===== src/rtl/cdiv_pkg.sv =====
package cdiv_pkg;
  timeunit 1ns;
  timeprecision 1ps;

  // write key and where it sits in a register write
  localparam logic [7:0] CDIV_KEY   = 8'h5A;
  localparam int         KEY_LSB    = 24;

  // control register bit positions
  localparam int         ENAB_BIT   = 4;
  localparam int         KILL_BIT   = 5;
  localparam int         BUSY_BIT   = 7;

  // divisor field position
  localparam int         DIV_LSB    = 12;

  typedef enum logic {
    REG_CTRL = 1'b0,
    REG_DIV  = 1'b1
  } reg_sel_e;

  typedef enum logic [1:0] {
    GEN_STOP = 2'd0,   // held, counter cleared
    GEN_ARM  = 2'd1,   // counting toward first pulse, not yet busy
    GEN_RUN  = 2'd2    // steady running, busy reported
  } gen_state_e;
endpackage


===== src/rtl/cdiv_regs.sv =====
module cdiv_regs
  import cdiv_pkg::*;
#(
  parameter int SRC_W = 4,
  parameter int DIV_W = 12
) (
  input  logic             clk,
  input  logic             rst_n,
  input  logic             wr_en,
  input  logic             wr_sel,
  input  logic [31:0]      wr_data,
  input  logic             busy_i,
  output logic [SRC_W-1:0] src_o,
  output logic             enab_o,
  output logic             kill_o,
  output logic [DIV_W-1:0] div_o
);
  timeunit 1ns;
  timeprecision 1ps;

  logic key_ok, wr_ctrl, wr_div;
  logic unused_wdata;

  assign key_ok       = (wr_data[KEY_LSB +: 8] == CDIV_KEY);
  assign wr_ctrl      = wr_en && key_ok && (reg_sel_e'(wr_sel) == REG_CTRL);
  assign wr_div       = wr_en && key_ok && (reg_sel_e'(wr_sel) == REG_DIV);
  assign unused_wdata = ^wr_data;

  always_ff @(posedge clk) begin
    if (!rst_n) begin
      src_o  <= '0;
      enab_o <= 1'b0;
      kill_o <= 1'b0;
      div_o  <= '0;
    end else begin
      if (wr_ctrl) begin
        enab_o <= wr_data[ENAB_BIT];
        kill_o <= wr_data[KILL_BIT];
        if (!busy_i) src_o <= wr_data[SRC_W-1:0];
      end
      if (wr_div && !busy_i) div_o <= wr_data[DIV_LSB +: DIV_W];
    end
  end

  // a write without the key leaves every register field untouched
  p_key_gate_r1: assert property (@(posedge clk) disable iff (!rst_n)
    (wr_en && !key_ok) |=> ($stable(src_o) && $stable(enab_o) && $stable(kill_o) && $stable(div_o)))
    else $error("p_key_gate_r1");

  // divisor frozen while busy
  p_div_hold_r9: assert property (@(posedge clk) disable iff (!rst_n)
    busy_i |=> $stable(div_o))
    else $error("p_div_hold_r9");

  // source select frozen while busy
  p_src_hold_r9: assert property (@(posedge clk) disable iff (!rst_n)
    busy_i |=> $stable(src_o))
    else $error("p_src_hold_r9");
endmodule


===== src/rtl/cdiv_srcsel.sv =====
module cdiv_srcsel #(
  parameter int SRC_W = 4,
  localparam int NSRC = 1 << SRC_W
) (
  input  logic [NSRC-1:0]  src_in,
  input  logic [SRC_W-1:0] sel_i,
  output logic             active_o
);
  timeunit 1ns;
  timeprecision 1ps;

  logic [NSRC-1:0] hit;

  // one-hot gate per source, OR-reduced
  for (genvar g = 0; g < NSRC; g++) begin : g_src
    assign hit[g] = src_in[g] && (sel_i == SRC_W'(g));
  end

  assign active_o = |hit;
endmodule


===== src/rtl/cdiv_gen.sv =====
module cdiv_gen
  import cdiv_pkg::*;
#(
  parameter int DIV_W = 12
) (
  input  logic             clk,
  input  logic             rst_n,
  input  logic             active_i,
  input  logic             enab_i,
  input  logic             kill_i,
  input  logic [DIV_W-1:0] div_i,
  output logic             tick_o,
  output logic             busy_o
);
  timeunit 1ns;
  timeprecision 1ps;

  gen_state_e       state_q;
  logic [DIV_W-1:0] cnt_q;
  logic [DIV_W-1:0] last_cnt;
  logic             terminal;

  // divisors 0 and 1 both mean pass-through
  assign last_cnt = (div_i <= DIV_W'(1)) ? '0 : div_i - DIV_W'(1);
  assign terminal = (cnt_q >= last_cnt);
  assign busy_o   = (state_q == GEN_RUN);

  always_ff @(posedge clk) begin
    if (!rst_n) begin
      state_q <= GEN_STOP;
      cnt_q   <= '0;
      tick_o  <= 1'b0;
    end else begin
      tick_o <= 1'b0;
      if (kill_i) begin
        state_q <= GEN_STOP;
        cnt_q   <= '0;
      end else begin
        case (state_q)
          GEN_STOP: begin
            cnt_q <= '0;
            if (enab_i) state_q <= GEN_ARM;
          end
          default: begin
            if (active_i) begin
              if (terminal) begin
                cnt_q   <= '0;
                tick_o  <= 1'b1;
                state_q <= enab_i ? GEN_RUN : GEN_STOP;
              end else begin
                cnt_q <= cnt_q + DIV_W'(1);
              end
            end
          end
        endcase
      end
    end
  end

  // busy only rises together with a pulse
  p_busy_rise_r6: assert property (@(posedge clk) disable iff (!rst_n)
    $rose(busy_o) |-> tick_o)
    else $error("p_busy_rise_r6");

  // busy falls with the last pulse unless kill forced it
  p_busy_fall_r7: assert property (@(posedge clk) disable iff (!rst_n)
    $fell(busy_o) |-> (tick_o || $past(kill_i)))
    else $error("p_busy_fall_r7");

  // kill silences the output next cycle
  p_kill_quiet_r8: assert property (@(posedge clk) disable iff (!rst_n)
    kill_i |=> (!tick_o && !busy_o))
    else $error("p_kill_quiet_r8");

  // a pulse always follows a qualified source cycle
  p_tick_src_r10: assert property (@(posedge clk) disable iff (!rst_n)
    tick_o |-> $past(active_i))
    else $error("p_tick_src_r10");
endmodule


===== src/rtl/cdiv_top.sv =====
module cdiv_top
  import cdiv_pkg::*;
#(
  parameter int SRC_W = 4,
  parameter int DIV_W = 12,
  localparam int NSRC = 1 << SRC_W
) (
  input  logic            clk,
  input  logic            rst_n,
  input  logic            wr_en,
  input  logic            wr_sel,
  input  logic [31:0]     wr_data,
  input  logic [NSRC-1:0] src_in,
  output logic [31:0]     rd_ctrl,
  output logic [31:0]     rd_div,
  output logic            tick_o
);
  timeunit 1ns;
  timeprecision 1ps;

  logic [SRC_W-1:0] src_sel;
  logic             enab, kill, busy, active;
  logic [DIV_W-1:0] div_val;

  cdiv_regs #(.SRC_W(SRC_W), .DIV_W(DIV_W)) u_regs (
    .clk     (clk),
    .rst_n   (rst_n),
    .wr_en   (wr_en),
    .wr_sel  (wr_sel),
    .wr_data (wr_data),
    .busy_i  (busy),
    .src_o   (src_sel),
    .enab_o  (enab),
    .kill_o  (kill),
    .div_o   (div_val)
  );

  cdiv_srcsel #(.SRC_W(SRC_W)) u_srcsel (
    .src_in   (src_in),
    .sel_i    (src_sel),
    .active_o (active)
  );

  cdiv_gen #(.DIV_W(DIV_W)) u_gen (
    .clk      (clk),
    .rst_n    (rst_n),
    .active_i (active),
    .enab_i   (enab),
    .kill_i   (kill),
    .div_i    (div_val),
    .tick_o   (tick_o),
    .busy_o   (busy)
  );

  always_comb begin
    rd_ctrl                     = '0;
    rd_ctrl[SRC_W-1:0]          = src_sel;
    rd_ctrl[ENAB_BIT]           = enab;
    rd_ctrl[KILL_BIT]           = kill;
    rd_ctrl[BUSY_BIT]           = busy;
    rd_div                      = '0;
    rd_div[DIV_LSB +: DIV_W]    = div_val;
  end
endmodule


===== config.mk =====
export PLATFORM = sky130hd
export DESIGN_NAME = cdiv_top
export DESIGN_NICKNAME = d
export VERILOG_FILES = /design/src/rtl/cdiv_pkg.sv /design/src/rtl/cdiv_regs.sv /design/src/rtl/cdiv_srcsel.sv /design/src/rtl/cdiv_gen.sv /design/src/rtl/cdiv_top.sv
export SDC_FILE = /design/constraint.sdc
export NUM_CORES = 1
export LEC_CHECK = 0
export ABC_AREA = 1
export BUFFER_PORTS_ARGS = -buffer_cell sky130_fd_sc_hd__buf_2
export CORE_MARGIN = 2
export CORE_UTILIZATION = 33
export CTS_BUF_LIST = sky130_fd_sc_hd__clkbuf_4
export DETAILED_ROUTE_END_ITERATION = 10
export SYNTH_ARGS = -nofsm -noshare
export SYNTH_HDL_FRONTEND = slang
export SYNTH_HIERARCHICAL = 1
export SYNTH_SLANG_ARGS = --single-unit

===== constraint.sdc =====
create_clock -name clk -period 2.25 [get_ports clk]
set_input_delay 0 -clock clk [delete_from_list [all_inputs] [get_ports clk]]
set_output_delay 0 -clock clk [all_outputs]
set_load 0.03 [all_outputs]

==> results by group <==
Synth
  • Share of the synthesized area in the top cell type: about a quarter
  • Yosys Warn Count: 6
  • Top cells by area, synth: dfxtp_1 (24%), nand2_1 (14%), buf_4 (14%)
  • Asr flop ratio synth: 0%
  • Ys flop type: dfxtp_1
  • Seq cells post-synth: 33
  • Mapped Area: 2704 µm²
  • Synth Instances: ~420
  • Yosys top cell by area: dfxtp_1
  • Synth cell types: 34
  • Register area share after synthesis: 24.43%
  • Mean post-synth cell area: 6.469 µm²
  • Post-synth EDFFs: 0

Worst hold path
  • Worst hold path type: input pin to flop

Finish
  • Share of layout cells above drive strength 1: a little over a third
  • Area Overhead vs Synth: 39.19%
  • Fillers: 848
  • Final Non-Filler Cells: 639
  • Leading cell types in the layout, fill and taps excluded: nand2_1 (90), nor2_1 (69), buf_2 (65)
  • Ant diodes: 0
  • Most common cell after layout, fill and taps aside: nand2_1
  • Nets: 600

Floorplanning
  • Initial core utilization: 33.41%
  • Cell row count: 33
  • Chip Height: between 90 and 100 µm
  • Boundary pin count: 117
  • Die area: 8933 µm²
  • Die W: roughly 95 µm
  • Core ar.: 8093 µm²

Timing
  • Fmax: 440.7 MHz
  • Unrepaired setup endpoints after global routing: true
  • Final period util: 100.9%
  • Worst rel slew slack: 61.78%
  • Final worst slack: -0.01936 ns
  • Final Skew: between 0.006 and 0.007 ns
  • Fin. Hold Viols: 0
  • Worst slew pin tran: roughly 0.57 ns
  • Setup TNS: -0.09274 ns
  • Setup Viol. Count Final: 7
  • Hold Slack: roughly 0.018 ns
  • Max-slew violation count: 0
  • Final Critical Period: around 2.3 ns

Place
  • Final GP Congestion: 0.8332
  • Inst Count DP: 603
  • Port Buf Inserts: 65
  • DP Wirelength: 4.628 mm

Detailed routing
  • Drt first pass iters: 4
  • Initial DRC Count: 98
  • DRT antenna net count: 0
  • Routed len/inst: just under 10 µm
  • Residual DRC: 0
  • Final wirelength: 6.285 mm
  • DR vias: between 2k and 3k
  • Via density: 4.189

Critical path
  • CP Class: flop to flop
  • Crit path largest cell delay: approximately 0.37 ns
  • Crit-path cells: buf_4 -> ha_4 -> o21ai_4 -> nor3_4 -> or2_2 -> ha_4 -> nand2_1 -> nand3_1 -> nand2_1 -> nand2_1 -> nand2_1 -> nand2_2 -> nand2_4 -> nand2_4 -> nor2_1
  • CP required: 2.47 ns
  • Most used cell, CP: nand2_1
  • Crit. End Element: flop
  • Slowest library cell on the worst path: dfxtp_4
  • WP data arrival: 2.49 ns
  • Critical-path maximum fanout: 6
  • Startpoint Class: flop

Pwr
  • Leakage: 1.977 nW
  • Clk pwr share: 29.2%
  • Switching portion of total power: 30.84%
  • Peak supply drop: roughly 0.00015 V
  • Pwr dens: approximately 310 nW/µm²
  • Net switching power: 357.4 µW
  • Combinational share of power: 20.7%
  • Seq pwr share: approximately 50%
  • Internal: 801.3 µW

GRT
  • Vias in the first global route: about 2.5k
  • Initial antenna violation count: 0
  • Total global-route track usage: 14.77%
  • Largest net degree at the start of global routing: 25
  • First-pass GRT wire length: ~11 mm
  • Grt ovf: 0

Status
  • Violated checks: setup timing
  • Status: finished with violations

Clock network
  • Clock transition at path regs: 0.10 ns
  • Clk Latency, worst-skew pair: about 0.33 ns
  • Clock buffer depth: 2
  • Total CTS buffers: 5
  • CTS tree: done
  • CTS root buf: clkbuf_4
  • TritonCTS Sinks: 33
  • Htree depth: 2

Flow run
  • Max-cap violations: 0
[sequential cells by signal, summed over array words and instances (netlist names)]
| register | count |
|---|---|
| u_gen/tick_o | 1 |
| u_gen/state_q | 2 |
| u_regs/div_o | 12 |
| u_gen/cnt_q | 12 |
| u_regs/enab_o | 1 |
| u_regs/src_o | 4 |
| u_regs/kill_o | 1 |
[power by group through the flow]
stage | logic (mW) | clock network, mW | registers (mW)
6_report | 0.240 | 0.338 | 0.581
2_1_floorplan | 0.206 | 0 | 0.596
5_1_grt | 0.263 | 0.379 | 0.581
3_5_place_dp | 0.194 | 0 | 0.596
3_3_place_gp | 0.193 | 0 | 0.596
4_1_cts | 0.231 | 0.356 | 0.582
[final timing paths]
| check | from | to | slack, ns | cells past startpoint |
|---|---|---|---|---|
| worst min register to register | u_regs/enab_o | u_gen/state_q[1] | 0.50 | 2 |
| worst max-delay path | u_regs/div_o[0] | u_gen/cnt_q[1] | -0.02 | 15 |
| worst max register to register | u_regs/div_o[0] | u_gen/cnt_q[1] | -0.02 | 15 |
| worst min-delay path | wr_sel | u_regs/src_o[1] | 0.02 | 4 |
[stage by stage]
stage               utilization [%]  power, mW  worst slack, ns  cell area [µm²]
global route                  46.51      1.224          -0.1901             3764
CTS                           44.09      1.169        -0.005363             3568
global placement              38.95     0.7889         -0.08858             3152
detailed placement            38.95     0.7898          -0.1264             3152
finish                        46.51      1.159         -0.01936             3764
floorplan                         -     0.8024         0.004751             2915
[metal layers]
layer  vias to the layer above  global-route usage (%)  wire length [µm]
met5                         -                       0                 0
met4                         0                   5.314               124
met3                        10                   1.756               219
met2                        71                   25.65              3108
met1                      1176                   18.82              2832
li1                       1420                       -                 -
[critical path, delay by kind of cell, from the launching register on]
kind,cells,cell delay [ns]
compound gates,1,0.15
fa+ha+maj,2,0.44
flops,1,0.37
buf+inv,1,0.14
simple gates,11,1.06
[logic make-up (layout without fill, tap and decap cells)]
| family | Yosys count | in the layout | synth area share, % |
|---|---|---|---|
| and+or+nand+nor | 233 | 234 | 38.78 |
| buffers and inverters | 109 | 180 | 22.86 |
| DFF | 33 | 33 | 24.43 |
| AOI/OAI and AO/OA | 17 | 17 | 3.563 |
| adders and majority gates | 15 | 15 | 6.941 |
| xor gates and xnor gates | 9 | 9 | 2.915 |
| other | 1 | 45 | 0.1387 |
| muxes | 1 | 1 | 0.3702 |
[timing repair]
action / CTS / global route
gates cloned: 1 / 0
hold buffers: 18 / 0
pin swaps: 9 / 18
endpoints found under the hold margin: 18 / 0
setup endpoints to repair: 14 / 15
buffers inserted: 7 / 2
resized for setup: 32 / 36
[Yosys cell counts (3+ instances only)]
master   number
o21ai_0       5
nand3_1      27
buf_6         3
or2_2         4
inv_1        49
nor3_2        3
a21oi_1       6
nand4_1       3
nor2_1       78
inv_2         5
nand2_2       4
xor2_1        7
nand3_2       3
ha_1         15
nand2_1      99
nor2_2        5
dfxtp_1      33
buf_4        49
[final cells by class]
type	instances	area [µm²]	area share, %
sequential	33	678.2	18.02
clock buffer	7	52.55	1.396
multi-input combinational	321	1899	50.47
tap	105	131.4	3.491
clock inverter	1	3.754	0.09973
timing repair buffer	118	788.3	20.94
inverter	54	210.2	5.585
No activity file was read; power rests on OpenSTA's default activity.
